--- config.mk ---
export PLATFORM = sky130hd
export DESIGN_NAME = row_decoder
export DESIGN_NICKNAME = d
export VERILOG_FILES = /design/src/rtl/row_decoder_pkg.sv /design/src/rtl/row_bound_regs.sv /design/src/rtl/row_match.sv /design/src/rtl/row_pick.sv /design/src/rtl/row_decoder.sv
export SDC_FILE = /design/constraint.sdc
export NUM_CORES = 1
export LEC_CHECK = 0
export BUFFER_PORTS_ARGS = -buffer_cell sky130_fd_sc_hd__buf_2
export CORE_MARGIN = 2
export CORE_UTILIZATION = 55
export CTS_CLUSTER_DIAMETER = 50
export DETAILED_ROUTE_END_ITERATION = 7
export PLACE_DENSITY = 0.8
export SYNTH_ARGS = -nofsm -noshare
export SYNTH_HDL_FRONTEND = slang
export SYNTH_SLANG_ARGS = --single-unit
--- constraint.sdc ---
create_clock -name clk -period 4.8 [get_ports clk]
set_input_delay 1.44 -clock clk [delete_from_list [all_inputs] [get_ports clk]]
set_output_delay 1.44 -clock clk [all_outputs]
set_load 0.03 [all_outputs]
--- src/rtl/row_decoder_pkg.sv ---
package row_decoder_pkg;
    typedef enum logic {
        CH_SINGLE = 1'b0,
        CH_DUAL   = 1'b1
    } chan_mode_e;
endpackage

--- src/rtl/row_bound_regs.sv ---
module row_bound_regs
    import row_decoder_pkg::*;
#(
    parameter int NUM_ROWS = 8,
    parameter int BND_W    = 7,
    parameter int SEL_W    = 4,
    parameter int DATA_W   = 32,
    parameter int DUAL_BIT = 21
) (
    input  logic                           clk,
    input  logic                           rst_n,
    input  logic                           wr_en,
    input  logic [SEL_W-1:0]               wr_sel,
    input  logic [DATA_W-1:0]              wr_data,
    output logic [NUM_ROWS-1:0][BND_W-1:0] bnd,
    output chan_mode_e                     mode
);
    localparam int IDX_W    = $clog2(NUM_ROWS);
    localparam int MODE_SEL = NUM_ROWS;

    typedef struct packed {
        logic [NUM_ROWS-1:0][BND_W-1:0] bnd;
        chan_mode_e                     mode;
    } state_t;

    state_t st_d, st_q;
    logic   unused_wr_bits;

    assign unused_wr_bits = ^wr_data;

    always_comb begin
        st_d = st_q;
        if (wr_en) begin
            if (int'(wr_sel) < NUM_ROWS) begin
                st_d.bnd[wr_sel[IDX_W-1:0]] = wr_data[BND_W-1:0];
            end else if (int'(wr_sel) == MODE_SEL) begin
                st_d.mode = chan_mode_e'(wr_data[DUAL_BIT]);
            end
        end
    end

    always_ff @(posedge clk or negedge rst_n) begin
        if (!rst_n) begin
            st_q <= '{bnd: '0, mode: CH_SINGLE};
        end else begin
            st_q <= st_d;
        end
    end

    assign bnd  = st_q.bnd;
    assign mode = st_q.mode;
endmodule

--- src/rtl/row_match.sv ---
module row_match
    import row_decoder_pkg::*;
#(
    parameter int NUM_ROWS = 8,
    parameter int BND_W    = 7
) (
    input  logic [BND_W-1:0]               blk,
    input  logic [NUM_ROWS-1:0][BND_W-1:0] bnd,
    input  chan_mode_e                     mode,
    output logic [NUM_ROWS-1:0]            match
);
    localparam int HALF_ROWS = NUM_ROWS / 2;

    for (genvar i = 0; i < NUM_ROWS; i++) begin : g_row
        logic active;
        logic above_lo;
        if (i < HALF_ROWS) begin : g_lower
            assign active = 1'b1;
        end else begin : g_upper
            assign active = (mode == CH_SINGLE);
        end
        if (i == 0) begin : g_first
            assign above_lo = 1'b1;
        end else begin : g_rest
            assign above_lo = (blk >= bnd[i-1]);
        end
        assign match[i] = active && above_lo && (blk < bnd[i]);
    end
endmodule

--- src/rtl/row_pick.sv ---
module row_pick #(
    parameter int NUM_ROWS = 8,
    parameter int IDX_W    = $clog2(NUM_ROWS)
) (
    input  logic [NUM_ROWS-1:0] match,
    output logic [IDX_W-1:0]    idx,
    output logic                hit
);
    always_comb begin
        idx = '0;
        for (int i = NUM_ROWS - 1; i >= 0; i--) begin
            if (match[i]) begin
                idx = IDX_W'(i);
            end
        end
        hit = |match;
    end
endmodule

--- src/rtl/row_decoder.sv ---
module row_decoder
    import row_decoder_pkg::*;
#(
    parameter int NUM_ROWS = 8,
    parameter int BND_W    = 7,
    parameter int GRAIN_SH = 26,
    parameter int SEL_W    = 4,
    parameter int DATA_W   = 32,
    parameter int DUAL_BIT = 21,
    localparam int ADDR_W  = GRAIN_SH + BND_W,
    localparam int IDX_W   = $clog2(NUM_ROWS)
) (
    input  logic              clk,
    input  logic              rst_n,
    input  logic              wr_en,
    input  logic [SEL_W-1:0]  wr_sel,
    input  logic [DATA_W-1:0] wr_data,
    input  logic [ADDR_W-1:0] addr,
    output logic [IDX_W-1:0]  row_idx,
    output logic              hit,
    output logic [1:0]        chan_cnt
);
    logic [NUM_ROWS-1:0][BND_W-1:0] bnd;
    chan_mode_e                     mode;
    logic [BND_W-1:0]               blk;
    logic [NUM_ROWS-1:0]            match;
    logic                           unused_low_addr;

    assign blk             = addr[ADDR_W-1:GRAIN_SH];
    assign unused_low_addr = ^addr[GRAIN_SH-1:0];

    row_bound_regs #(
        .NUM_ROWS (NUM_ROWS),
        .BND_W    (BND_W),
        .SEL_W    (SEL_W),
        .DATA_W   (DATA_W),
        .DUAL_BIT (DUAL_BIT)
    ) u_regs (
        .clk     (clk),
        .rst_n   (rst_n),
        .wr_en   (wr_en),
        .wr_sel  (wr_sel),
        .wr_data (wr_data),
        .bnd     (bnd),
        .mode    (mode)
    );

    row_match #(
        .NUM_ROWS (NUM_ROWS),
        .BND_W    (BND_W)
    ) u_match (
        .blk   (blk),
        .bnd   (bnd),
        .mode  (mode),
        .match (match)
    );

    row_pick #(
        .NUM_ROWS (NUM_ROWS),
        .IDX_W    (IDX_W)
    ) u_pick (
        .match (match),
        .idx   (row_idx),
        .hit   (hit)
    );

    assign chan_cnt = (mode == CH_DUAL) ? 2'd2 : 2'd1;
endmodule

==> results.ini <==
[synth]
yosys_register_bits=57
ys_seq_area_frac=0.386
synth_top_area_share=0.386
syn_inst=375
synth_compound_area_frac=0.146
synth-main-ff-cell=dfrtp_1
synth_simple_gate_area_frac=0.116
synth_fa_ha_area_frac=0.186
avgSynthCellArea_sq_um=9.87
ys_types=38
syn-num-nets=502
syn_area_sq_um=3700
synthArstFlopShare=1.00
yosysWarningCount=0
synth_area_leaders=dfrtp_1 (39%), ha_1 (19%), mux2_2 (8.5%)
synth_xor_area_frac=0
synth_area_leader_cell=dfrtp_1
synth_top_family_by_area=adder cells
synth_edf_count=0
muxShareOfSynthArea=0.100

[layout]
layout_commonest_cell=dfrtp_1
nFillCells=460
multi_input_area_sq_um=2230
ff_latch_area_sq_um=1430
syn2layout_area_growth_pct=22.7
diodes=0
utilization=0.707
stdcell_area_sq_um=4540
finish.net_count=561
layout_common_cells=dfrtp_1 (57), inv_1 (54), ha_1 (44)
final_cells=513
drive_gt1_frac=0.294

[clock_network]
ctsHoldBuffers=0
cts.sinks=57
cts_tree=built
cts_root_buf=clkbuf_8
cts.path.max_buffers=2
htree_levels=3
cts.reportedPaths.clkPinSlew_ps=60
clk_latency_ps=350
cts_buffers=9

[floorplan]
coreArea_sq_um=6420
fp.dieW_microns=86.0
die_h_microns=86.0
std_cell_rows=29
die-area_sq_um=7400
io_pins=78
start_util=0.576

[worst_setup_path]
cpPeakStageDelay_ps=390
crit_required_ps=3360
cp-start-kind=input port
path_class=input port to output pin
worst_setup_path_end_kind=output pin
worst-path-buf-inv=3
critical_path_peak_fanout=5
timing.rr.start=u_regs.mode$_DFFE_PN0P_
worstPathArrival_ps=3440
worstSetupStartpoint=addr[26]
cp_top_family=compound AO/OA/AOI/OAI gates
critPathSlowestCell=a2111oi_4
path_cells=buf_2, inv_4, ha_1, nand2b_1, a211o_1, a21oi_2, o32a_1, or2_4, a2111oi_4, buf_6

[sta]
hold_violations=0
setup_slack_ps=-83.6
max_freq_ghz=0.205
worstMarginPinSlew_ps=845
rsz0062_at_grt=yes
hold_ws_ps=501
skew_ps=0
relSlewSlack=0.436
setup_violations=1
period_share=1.02
period_minus_slack_ps=4880
slew_violations=0

[global_routing]
grt_pass1_vias=3009
grt_antenna_before_repair=0
grt_pass1_wl_mm=14.4
overflow=0
grt_max_degree=36
track_usage=0.259

[power]
p_leak_nw=2.17
ir_drop_uv=278
p_per_area_nw_per_um2=392

[route]
via_per_inst=5.67
drc=0
antenna_left=0
via_count=2909
firstDrtPassIters=5
wl_mm=8.68
drtIter0Drc=157
wl_per_cell_microns=16.9

[hold_path]
hold_start=u_regs.bnd[30]$_DFFE_PN0P_
min_path_type=register to register

[outcome]
status=finished, violations left
failed_checks=setup timing

[placement]
gp_congestion=0.872
preCtsSetupSlack_ps=-126
placed_area_sq_um=4080
port_buffers=27
dp.cells=496
dpl.hpwl_mm=6.13

[job]
cap_violations=0

## registers in the layout, summed over array words and instances (netlist names)
name / cells
u_regs.bnd: 56
u_regs.mode: 1
## final cells by class
cell class,instances,share of cell area
Timing Repair Buffer,56,0.0904
Multi-Input combinational cell,255,0.491
Clock buffer,13,0.0372
Tap cell,77,0.0212
Inverter,55,0.0460
Sequential cell,57,0.314
## power breakdown
group | total (W) | internal, W | switching (W)
Sequential | 0.000644 | 0.000593 | 0.0000512
Combinational | 0.000729 | 0.000348 | 0.000381
Clock | 0.000405 | 0.000221 | 0.000184
## cells in the mapped netlist (3+ instances only)
cell,count
nand2_1,31
nor2_1,14
a211o_1,7
ha_1,55
o21ai_1,6
nor2b_1,5
mux2_2,28
a21oi_1,22
a21o_1,6
nand4_1,7
inv_1,55
nand2b_1,6
nand3b_1,5
mux2_1,5
nor3b_1,3
o21ai_0,28
clkbuf_1,6
dfrtp_1,57
## per-stage QoR
step | total power (W) | setup TNS (ps)
CTS | 0.00173 | -7.52
detailed placement | 0.00127 | -340
global route | 0.00191 | -280
finish | 0.00178 | -83.6
floorplan | 0.00108 | 0
global placement | 0.00123 | -217
## cells by family (layout without fill, tap and decap cells)
group / count (synthesis) / after routing
fa+ha+maj: 55 / 55
buf+inv: 63 / 124
simple gates: 84 / 84
mux: 33 / 33
flops: 57 / 57
compound gates: 83 / 83
## path summary, 6_finish.rpt
check | depth (start not counted) | slack (ps) | endpoint
max | 10 | -80 | row_idx[2]
min | 1 | 500 | u_regs.bnd[30]$_DFFE_PN0P_
max reg2reg | 1 | 3890 | u_regs.mode$_DFFE_PN0P_
min reg2reg | 1 | 500 | u_regs.bnd[30]$_DFFE_PN0P_
max in group asynchronous | 2 | 2800 | u_regs.bnd[14]$_DFFE_PN0P_
min in group asynchronous | 1 | 1180 | u_regs.bnd[50]$_DFFE_PN0P_
## what timing repair did
action / CTS / global route
resized for setup: 28 / 20
setup buffers: 1 / 3
gates cloned: 0 / 0
setup endpoints to repair: 4 / 4
pin swaps: 9 / 16
## metal layers
metal  part of all wire  wire length, microns  track usage
met1               0.43                  3770        0.305
met2               0.52                  4480        0.447
met3              0.036                   313       0.0837
met4              0.013                   110       0.0837
met5                  0                     0            0
No activity file was read; power rests on OpenSTA's default activity.
